### src/rtl/dist_regs_pkg.sv
package dist_regs_pkg;
    localparam int ADDR_W = 12;

    // register blocks selected by addr[11:7]
    localparam logic [4:0] BLK_MISC    = 5'h00;
    localparam logic [4:0] BLK_EN_SET  = 5'h02;
    localparam logic [4:0] BLK_EN_CLR  = 5'h03;
    localparam logic [4:0] BLK_PD_SET  = 5'h04;
    localparam logic [4:0] BLK_PD_CLR  = 5'h05;
    localparam logic [4:0] BLK_CFG_LO  = 5'h18;
    localparam logic [4:0] BLK_CFG_HI  = 5'h19;

    typedef enum logic [1:0] {
        WR_IGNORE  = 2'd0,
        WR_SET     = 2'd1,
        WR_CLEAR   = 2'd2,
        WR_REPLACE = 2'd3
    } wr_pol_t;

    typedef struct packed {
        wr_pol_t wr;
        logic    rd_value;
    } acc_mode_t;

    typedef enum logic [2:0] {
        RG_NONE, RG_CTRL, RG_TYPE, RG_EN_SET, RG_EN_CLR, RG_PD_SET, RG_PD_CLR, RG_CFG
    } region_t;

    function automatic logic [31:0] cfg_expand(input logic [15:0] v);
        logic [31:0] r;
        r = '0;
        for (int i = 0; i < 16; i++) r[2*i+1] = v[i];
        return r;
    endfunction

    function automatic logic [15:0] cfg_compress(input logic [31:0] v);
        logic [15:0] r;
        for (int i = 0; i < 16; i++) r[i] = v[2*i+1];
        return r;
    endfunction
endpackage

### src/rtl/dist_addr_decode.sv
module dist_addr_decode
    import dist_regs_pkg::*;
#(
    parameter int NUM_IRQS = 64
) (
    input  logic [ADDR_W-1:0] addr,
    output region_t           region,
    output acc_mode_t         mode,
    output logic [((NUM_IRQS/32 > 1) ? $clog2(NUM_IRQS/32) : 1)-1:0] bmp_idx,
    output logic [$clog2(NUM_IRQS/16)-1:0] cfg_idx
);
    localparam int BMP_WORDS = NUM_IRQS / 32;
    localparam int CFG_WORDS = NUM_IRQS / 16;
    localparam int BIDX_W    = (BMP_WORDS > 1) ? $clog2(BMP_WORDS) : 1;
    localparam int CIDX_W    = $clog2(CFG_WORDS);

    logic [4:0] blk;
    logic [5:0] word;

    assign blk     = addr[11:7];
    assign word    = addr[7:2];
    assign bmp_idx = word[BIDX_W-1:0];
    assign cfg_idx = word[CIDX_W-1:0];

    always_comb begin
        region = RG_NONE;
        case (blk)
            BLK_MISC: begin
                if (word == 6'd0)      region = RG_CTRL;
                else if (word == 6'd1) region = RG_TYPE;
            end
            BLK_EN_SET: if (int'(word[4:0]) < BMP_WORDS) region = RG_EN_SET;
            BLK_EN_CLR: if (int'(word[4:0]) < BMP_WORDS) region = RG_EN_CLR;
            BLK_PD_SET: if (int'(word[4:0]) < BMP_WORDS) region = RG_PD_SET;
            BLK_PD_CLR: if (int'(word[4:0]) < BMP_WORDS) region = RG_PD_CLR;
            BLK_CFG_LO, BLK_CFG_HI: if (int'(word) < CFG_WORDS) region = RG_CFG;
            default: region = RG_NONE;
        endcase
    end

    always_comb begin
        unique case (region)
            RG_CTRL:   mode = '{wr: WR_REPLACE, rd_value: 1'b1};
            RG_TYPE:   mode = '{wr: WR_IGNORE,  rd_value: 1'b1};
            RG_EN_SET: mode = '{wr: WR_SET,     rd_value: 1'b1};
            RG_EN_CLR: mode = '{wr: WR_CLEAR,   rd_value: 1'b1};
            RG_PD_SET: mode = '{wr: WR_SET,     rd_value: 1'b1};
            RG_PD_CLR: mode = '{wr: WR_CLEAR,   rd_value: 1'b1};
            RG_CFG:    mode = '{wr: WR_REPLACE, rd_value: 1'b1};
            RG_NONE:   mode = '{wr: WR_IGNORE,  rd_value: 1'b0};
        endcase
    end
endmodule

### src/rtl/dist_lane_access.sv
module dist_lane_access
    import dist_regs_pkg::*;
(
    input  acc_mode_t   mode,
    input  logic [31:0] old_val,
    input  logic [31:0] wdata,
    input  logic [3:0]  len,
    input  logic [1:0]  lane,
    output logic [31:0] new_val,
    output logic [31:0] rd_val
);
    logic [31:0] mask;
    logic [31:0] data;
    logic [4:0]  shamt;

    assign shamt = {lane, 3'b000};

    always_comb begin
        case (len)
            4'd1:    mask = 32'h0000_00FF;
            4'd2:    mask = 32'h0000_FFFF;
            4'd3:    mask = 32'h00FF_FFFF;
            4'd4:    mask = 32'hFFFF_FFFF;
            default: mask = 32'h0000_0000;
        endcase
    end

    assign data = (wdata & mask) << shamt;

    always_comb begin
        unique case (mode.wr)
            WR_IGNORE:  new_val = old_val;
            WR_SET:     new_val = old_val | data;
            WR_CLEAR:   new_val = old_val & ~data;
            WR_REPLACE: new_val = (old_val & ~(mask << shamt)) | data;
        endcase
    end

    assign rd_val = mode.rd_value ? ((old_val >> shamt) & mask) : 32'd0;
endmodule

### src/rtl/dist_reg_engine.sv
module dist_reg_engine
    import dist_regs_pkg::*;
#(
    parameter int NUM_CPUS = 8,
    parameter int NUM_IRQS = 64
) (
    input  logic        clk,
    input  logic        rst_n,
    input  logic        req_valid,
    output logic        req_ready,
    input  logic        req_write,
    input  logic [11:0] req_addr,
    input  logic [3:0]  req_len,
    input  logic [31:0] req_wdata,
    output logic        rsp_valid,
    output logic        rsp_abort,
    output logic [31:0] rsp_rdata,
    output logic        state_changed
);
    localparam int BMP_WORDS = NUM_IRQS / 32;
    localparam int CFG_WORDS = NUM_IRQS / 16;
    localparam int BIDX_W    = (BMP_WORDS > 1) ? $clog2(BMP_WORDS) : 1;
    localparam int CIDX_W    = $clog2(CFG_WORDS);
    localparam logic [31:0] TYPE_VAL = {24'd0, 3'(NUM_CPUS - 1), 5'(NUM_IRQS / 32 - 1)};

    typedef enum logic [1:0] {S_IDLE, S_APPLY, S_ABORT} state_t;

    state_t state, state_nx;

    logic              q_write;
    logic [11:0]       q_addr;
    logic [3:0]        q_len;
    logic [31:0]       q_wdata;

    logic              ctrl_en;
    logic [31:0]       en_w  [BMP_WORDS];
    logic [31:0]       pd_w  [BMP_WORDS];
    logic [15:0]       cfg_w [CFG_WORDS];

    region_t           region;
    acc_mode_t         mode;
    logic [BIDX_W-1:0] bmp_idx;
    logic [CIDX_W-1:0] cfg_idx;
    logic [31:0]       old_val, new_val, rd_val;
    logic              do_write, notify;

    dist_addr_decode #(.NUM_IRQS(NUM_IRQS)) u_decode (
        .addr(q_addr), .region(region), .mode(mode),
        .bmp_idx(bmp_idx), .cfg_idx(cfg_idx)
    );

    dist_lane_access u_lane (
        .mode(mode), .old_val(old_val), .wdata(q_wdata), .len(q_len),
        .lane(q_addr[1:0]), .new_val(new_val), .rd_val(rd_val)
    );

    // state register
    always_ff @(posedge clk or negedge rst_n) begin
        if (!rst_n) state <= S_IDLE;
        else        state <= state_nx;
    end

    always_comb begin
        state_nx = state;
        unique case (state)
            S_IDLE:  if (req_valid) state_nx = (req_len > 4'd4) ? S_ABORT : S_APPLY;
            S_APPLY: state_nx = S_IDLE;
            S_ABORT: state_nx = S_IDLE;
        endcase
    end

    assign req_ready = (state == S_IDLE);

    always_ff @(posedge clk or negedge rst_n) begin
        if (!rst_n) begin
            q_write <= 1'b0;
            q_addr  <= '0;
            q_len   <= '0;
            q_wdata <= '0;
        end else if (state == S_IDLE && req_valid) begin
            q_write <= req_write;
            q_addr  <= req_addr;
            q_len   <= req_len;
            q_wdata <= req_wdata;
        end
    end

    always_comb begin
        case (region)
            RG_CTRL:              old_val = {31'd0, ctrl_en};
            RG_TYPE:              old_val = TYPE_VAL;
            RG_EN_SET, RG_EN_CLR: old_val = en_w[bmp_idx];
            RG_PD_SET, RG_PD_CLR: old_val = pd_w[bmp_idx];
            RG_CFG:               old_val = cfg_expand(cfg_w[cfg_idx]);
            default:              old_val = 32'd0;
        endcase
    end

    assign do_write = (state == S_APPLY) && q_write;
    assign notify   = do_write && (region inside {RG_CTRL, RG_EN_SET, RG_EN_CLR, RG_PD_SET, RG_PD_CLR});

    // backing storage
    always_ff @(posedge clk or negedge rst_n) begin
        if (!rst_n) begin
            ctrl_en <= 1'b0;
            for (int i = 0; i < BMP_WORDS; i++) begin
                en_w[i] <= (i == 0) ? 32'h0000_FFFF : 32'd0;
                pd_w[i] <= 32'd0;
            end
            for (int i = 0; i < CFG_WORDS; i++) cfg_w[i] <= (i < 2) ? 16'hFFFF : 16'h0000;
        end else if (do_write) begin
            case (region)
                RG_CTRL:   ctrl_en <= new_val[0];
                RG_EN_SET: en_w[bmp_idx] <= new_val;
                RG_EN_CLR: en_w[bmp_idx] <= (bmp_idx == '0) ? (new_val | 32'h0000_FFFF) : new_val;
                RG_PD_SET, RG_PD_CLR: pd_w[bmp_idx] <= new_val;
                RG_CFG: begin
                    if (cfg_idx == '0) begin
                        cfg_w[0] <= 16'hFFFF;
                        cfg_w[1] <= 16'hFFFF;
                    end else begin
                        cfg_w[cfg_idx] <= cfg_compress(new_val);
                    end
                end
                default: ;
            endcase
        end
    end

    // registered outputs
    always_ff @(posedge clk or negedge rst_n) begin
        if (!rst_n) begin
            rsp_valid     <= 1'b0;
            rsp_abort     <= 1'b0;
            rsp_rdata     <= 32'd0;
            state_changed <= 1'b0;
        end else begin
            rsp_valid     <= (state == S_APPLY) || (state == S_ABORT);
            rsp_abort     <= (state == S_ABORT);
            rsp_rdata     <= ((state == S_APPLY) && !q_write) ? rd_val : 32'd0;
            state_changed <= notify;
        end
    end

    // every accepted request is answered two edges later
    a_r12_response_timing: assert property (@(posedge clk) disable iff (!rst_n)
        (req_valid && req_ready) |-> ##2 rsp_valid);

    // over-long requests abort without announcing a change
    a_r5_abort_quiet: assert property (@(posedge clk) disable iff (!rst_n)
        (req_valid && req_ready && req_len > 4'd4) |-> ##2 (rsp_abort && !state_changed && rsp_rdata == 32'd0));

    // change strobe lasts one cycle and rides a normal response
    a_r10_single_pulse: assert property (@(posedge clk) disable iff (!rst_n)
        state_changed |=> !state_changed);
    a_r10_with_response: assert property (@(posedge clk) disable iff (!rst_n)
        state_changed |-> (rsp_valid && !rsp_abort));

    // the low private enable bits never drop
    a_r6_sgi_enabled: assert property (@(posedge clk) disable iff (!rst_n)
        en_w[0][15:0] == 16'hFFFF);

    // private configuration of interrupts 0..15 stays all ones
    a_r8_private_cfg: assert property (@(posedge clk) disable iff (!rst_n)
        cfg_w[0] == 16'hFFFF);
endmodule

### config.mk
export PLATFORM = sky130hd
export DESIGN_NAME = dist_reg_engine
export DESIGN_NICKNAME = d
export VERILOG_FILES = /design/src/rtl/dist_regs_pkg.sv /design/src/rtl/dist_addr_decode.sv /design/src/rtl/dist_lane_access.sv /design/src/rtl/dist_reg_engine.sv
export SDC_FILE = /design/constraint.sdc
export NUM_CORES = 1
export LEC_CHECK = 0
export BUFFER_PORTS_ARGS = -buffer_cell sky130_fd_sc_hd__buf_2
export CAP_MARGIN = 20
export CORE_MARGIN = 2
export CORE_UTILIZATION = 60
export DETAILED_ROUTE_END_ITERATION = 10
export GPL_TIMING_DRIVEN = 0
export HOLD_SLACK_MARGIN = 0.02
export PLACE_DENSITY = 0.79
export SLEW_MARGIN = 20
export SYNTH_ARGS = -nofsm -noshare
export SYNTH_HDL_FRONTEND = slang
export SYNTH_SLANG_ARGS = --single-unit
### constraint.sdc
create_clock -name clk -period 7.2 [get_ports clk]
set_clock_uncertainty 0.2 [all_clocks]
set_input_delay 1.44 -clock clk [delete_from_list [all_inputs] [get_ports clk]]
set_output_delay 1.44 -clock clk [all_outputs]
set_load 0.005 [all_outputs]
# Yosys cells after proc, flatten, opt, wreduce, memory -nomap -nowiden
# Memory sizes are Yosys's and may differ from the RTL's.
# Cells that the tools add are included.
totals:
  ff_bits: 279
  rom_bits: 24
  word_cells: 124
  mem_count: 1
mem_list:
  columns: ["memory", "words", "word_bits", "read_ports", "rd_ports_with_merged_regs", "wr", "line_no", "source"]
  rows:
  - ["(no name shown)", 8, 3, 1, 0, 0, "dist_addr_decode.sv:42", "unique case (region)"]
op_classes:
  order_cmp: 7
  eq_ne: 24
  shifts: 3
  mux: 36
  bitwise: 11
  n_reduce_logical: 24
ops:
  columns: ["operator", "count"]
  rows:
  - ["$mux 32", 10]
  - ["$bwmux 64", 4]
  - ["$pmux 32 s4", 2]
  - ["$pmux 32 s5", 1]
  - ["$and 32x32->32", 4]
  - ["$pmux 64 s2", 1]
  - ["$mux 16", 4]
  - ["$not 32->32", 2]
  - ["$or 32x32->32", 2]
  - ["$shl 32x5->32", 2]
  - ["$bmux 16 s2", 1]
  - ["$demux 16 s2", 1]
  - ["$demux 32 s1", 1]
  - ["$shr 32x5->32", 1]
  - ["$pmux 3 s6", 1]
  - ["$mux 3", 5]
  - ["$eq 3x3->1 const B", 4]
  - ["$eq 5x2->1 const B", 2]
  - ["$eq 5x3->1 const B", 2]
  - ["$eq 5x5->1 const B", 2]
  - ["$eq 4x2->1 const B", 2]
  - ["$mux 2", 4]
  - ["$reduce_and 2->1", 4]
  - ["$reduce_or 2->1", 4]
  - ["28 further kinds", 39]

# Logic depth before layout (Yosys ltp)
logic_depth:
  word_depth: 13
  ltp_mapped: 10
  mapped_depth_nobuf: 8

# Hierarchy
# A second synthesis with hierarchy kept.
hier_totals:
  cells_unflattened: 1266
  hier_area_um2: 15451.1
modules_own_cells:
  columns: ["mod", "instances", "cells_each", "area_per_inst_um2", "seq_area_each_um2"]
  rows:
  - ["dist_reg_engine", 1, 860, 12494.5, 7041.8]
  - ["dist_lane_access", 1, 372, 2732.6, 0.0]
  - ["dist_addr_decode", 1, 34, 224.0, 0.0]

# Worst setup path before layout
# OpenSTA, ideal clock, no wires.
synth_timing:
  path_kind: "flip-flop to flip-flop"
  from: "register q_addr[0]"
  to: "register pd_w[53] (netlist name)"
  t_arrival_ns: 2.277
  slack_ns: 4.586
  stages_incl_launch_ff: 9
  n_path_buf: 2
  cell_sequence: "dfrtp_1 > buf_2 > or2_0 > clkbuf_1 > nor4_1 > a221o_1 > mux2_4 > a22oi_4 > a21oi_1"
synth_between:
  elab_chain_cells: 6
  elab_cells_between_ends: 10
  classes_between: "2 x shift; 2 x mux; 6 x bitwise"
synth_rtl:
  columns: ["element", "line_no", "source"]
  rows:
  - ["from (decl)", "dist_reg_engine.sv:31", "logic [11:0] q_addr;"]
  - ["from (signal assigned)", "dist_reg_engine.sv:82", "q_addr <= req_addr;"]
  - ["$shl 32x5->32", "dist_lane_access.sv:35", "WR_REPLACE: new_val = (old_val & ~(mask << shamt)) | data;"]
  - ["$not 32->32", "dist_lane_access.sv:35", null]
  - ["$and 32x32->32", "dist_lane_access.sv:35", null]
  - ["$or 32x32->32", "dist_lane_access.sv:35", null]
  - ["$pmux 32 s4 (*)", "dist_lane_access.sv:31", "unique case (mode.wr)"]
  - ["$bwmux 64 (*)", "dist_reg_engine.sv:116", "RG_PD_SET, RG_PD_CLR: pd_w[bmp_idx] <= new_val;"]
  - ["to (signal, indexed assignment)", "dist_reg_engine.sv:116", null]
  - ["to (decl)", "dist_reg_engine.sv:37", "logic [31:0] pd_w [BMP_WORDS];"]
# Every way passes the cells marked *; elsewhere a longest branch is shown, timed or not.
# A chain may end at the register's enable or synchronous reset.

# Final worst setup path
layout_timing:
  from: "register q_addr[8]"
  to: "register pd_w[29] (netlist name)"
layout_between:
  elab_chain_cells: 10
  elab_cells_between_ends: 31
  classes_between: "16 x eq/ne; 4 x mux; 4 x bitwise; 6 x reduce/logical; 1 x memory"
layout_rtl:
  columns: ["element", "line_no", "source"]
  rows:
  - ["$eq 5x5->1", "dist_addr_decode.sv:27", "case (blk)"]
  - ["$reduce_or 2->1", "dist_addr_decode.sv:27", null]
  - ["$pmux 3 s6 (*)", "dist_addr_decode.sv:27", null]
  - ["$eq 3x3->1, or another cell as far along", "dist_reg_engine.sv:89, dist_reg_engine.sv:112", null]
  - ["$reduce_or 2->1 (on tied branches)", "dist_reg_engine.sv:89, dist_reg_engine.sv:112", null]
  - ["$pmux 32 s5", "dist_reg_engine.sv:89", "case (region)"]
  - ["$and 32x32->32", "dist_lane_access.sv:35", null]
  - ["$or 32x32->32", "dist_lane_access.sv:35", null]
  - ["$pmux 32 s4", "dist_lane_access.sv:31", null]
  - ["$bwmux 64", "dist_reg_engine.sv:116", null]
# Marks and branches as above.

==> metrics.cfg <==
[status]
status = completed

[synth]
synthTopCellsByCount = dfrtp_1, nor2_1, a21oi_1
synth_edf_count = 0
yosysUniqueCellTypes = 66
ys_async_sr_fraction_pct = 100.0
synthCells = 1224
synth_ff_type = dfrtp_1
synth.cell_area_sq_um = 12870
synth_top_area_share_pct = 44.92
synth_nets = 1279
seq_area_frac_synth_pct = 51.66
yosysMostFrequentCell = dfrtp_1
synth_seq_cells = 264
avgSynthCellArea_sq_um = 10.51
synth_area_leaders = dfrtp_1, mux2_2, dfstp_2, a21oi_1, mux2i_1
ys.warnings.count = 0
synth_area_leader_cell = dfrtp_1

[sta]
hold_viol_final = 0
rsz0062_at_grt = no
setup_viol = 0
worst_slew_pin_slew_ps = 959.2
period_minus_slack_ps = 3910
tns_ps = 0
holdWs_ps = 278.7
relSlewSlack_pct = 36.05
slew_violations = 0
finalCritPeriodShare_pct = 54.31
fmax_mhz = 255.7

[setup_path]
cp.required_ps = 7390
path_max_fanout = 10
crit_type = reg2reg
cp_common_cell = clkbuf_1
cp_top_family = compound AO/OA/AOI/OAI gates
critPathMaxStageDelay_ps = 720
crit_arrival_ps = 4100
critPathCaptureType = register
path_cells = clkbuf_2, nand2b_1, clkbuf_1, clkbuf_1, o22ai_1, a22oi_1, nor2_1, mux2i_1, a21oi_1
start_kind = register
cpMaxStageDelayCell = a22oi_1
cp.buffers_inverters = 3

[floorplan]
dieArea_sq_um = 22630
ios = 88
initial_utilization_pct = 61.21
die_w_um = 150.4
die_h_um = 150.4
fp-row-count = 53
core_region_area_sq_um = 21020

[clocking]
clockBufferDepth = 3
insertion_delay_ps = 550
cts-root-buf = clkbuf_16
postCtsHoldBufs = 0
cts_buffers = 27
cts_setup_buffers = 0
cts_tree = yes
cts_resized = 0
clock_sinks = 264
clkTransAtPathRegs_ps = 60
h-tree-depth = 1

[grt]
antenna_found_initial = 1
grtUsageTotal_pct = 35.55
grt_pass1_vias = 10590
grt_pass1_wl_mm = 60.51
grt_max_degree = 106
grt_overflow = 0

[final_layout]
fillCellCount = 1582
layout.nets = 1397
area_growth_pct = 13.27
stdcell_count = 1639
drive_gt1_share_pct = 22.67
multiInputGateArea_sq_um = 5743
design_area_sq_um = 14580
seqCellArea_sq_um = 6648

[placement]
place_hpwl_mm = 28.46
place_congestion = 1.010
portBuffers = 87
dp_cells = 1588
postPlaceCellArea_sq_um = 13710

[pwr]
p_leak_nw = 6.412
ir_drop_v = 0.0002218
power.density_nw_per_um2 = 335.6

[route]
drt-initial-drc-count = 1361
routed_wl_mm = 39.32
dr.pass1.iters = 5
via_per_inst = 6.626
vias = 10860
drt-wirelength-per-cell_um = 23.99
drc_errors = 0
final_antenna_net_count = 0

[min_path]
hold_path_class = reg2reg

[flow_run]
maxCapViolCount = 0

tightest hold or removal path: cells and delay by family, from the launching register on:
| family | cells | cell delay (ps) |
|---|---|---|
| AND/OR/NAND/NOR | 1 | 40 |
| flip-flops | 1 | 340 |
| AO/OA/AOI/OAI | 1 | 60 |
through the flow:
stage	util, %	total power, W	setup slack, ps
3_5_place_dp	65.23	0.003490	3457
3_3_place_gp	64.92	0.003451	20.50
4_1_cts	69.32	0.004845	3439
2_1_floorplan	-	0.002981	4586
6_report	69.34	0.004892	3290
5_1_grt	69.34	0.005082	3139
metal layers:
layer  vias up  track usage [%]  share of wire [%]
met2       684            54.05                 44
met5         -                0                  0
met1      5337            48.63                 39
li1       4688                -                  -
met4         0            19.86                6.8
met3       151            6.303                9.5
cell type report:
| type | instances | area share [%] |
|---|---|---|
| clock buffers | 42 | 5.365 |
| well taps | 275 | 2.361 |
| multi-input cells | 850 | 39.40 |
| diodes | 1 | 0.01717 |
| flip-flops and latches | 264 | 45.61 |
| clock inverters | 8 | 0.5408 |
| plain buffers | 92 | 2.807 |
| repair buffers | 89 | 3.434 |
| inverters | 18 | 0.4636 |
final timing paths:
check | to | depth (start not counted) | startpoint | slack, ps
setup reg to reg | pd_w[29] | 9 | q_addr[8] | 3290
min in group asynchronous | q_wdata[14] | 1 | rst_n | 620
hold / removal | pd_w[2] | 2 | pd_w[2] | 280
hold reg to reg | pd_w[2] | 2 | pd_w[2] | 280
setup / recovery | pd_w[29] | 9 | q_addr[8] | 3290
max in group asynchronous | cfg_w[37] | 2 | rst_n | 5300
report_power, final:
| group | leakage [nW] | switching [W] | total (W) | internal (W) |
|---|---|---|---|---|
| registers | 3.45 | 0.000210 | 0.00191 | 0.00170 |
| clock network | 0.408 | 0.000586 | 0.00137 | 0.000783 |
| logic | 2.55 | 0.00102 | 0.00162 | 0.000601 |
| total | 6.41 | 0.00181 | 0.00489 | 0.00308 |
cell families after synthesis:
logic type	share of synthesized area, %
multiplexers	15.28
flip-flops	51.66
AO/OA/AOI/OAI	17.84
AND/OR/NAND/NOR	11.22
adder cells (fa/ha/maj)	0.2917
buffers and inverters	3.705
layout by cell type, fill, tap and decap left out, drive strengths merged, types with 18 or more instances in the layout:
cell type,netlist,final
nor2,159,159
clkbuf,57,99
mux2i,70,70
mux2,80,80
a21oi,142,142
o21ai,57,57
nand2,82,82
o22ai,33,33
nor3,18,18
dfrtp,231,231
inv,18,19
dfstp,33,33
buf,35,124
nand3,25,25
a31oi,28,28
a22oi,24,24
(Power assumes the default switching activity.)
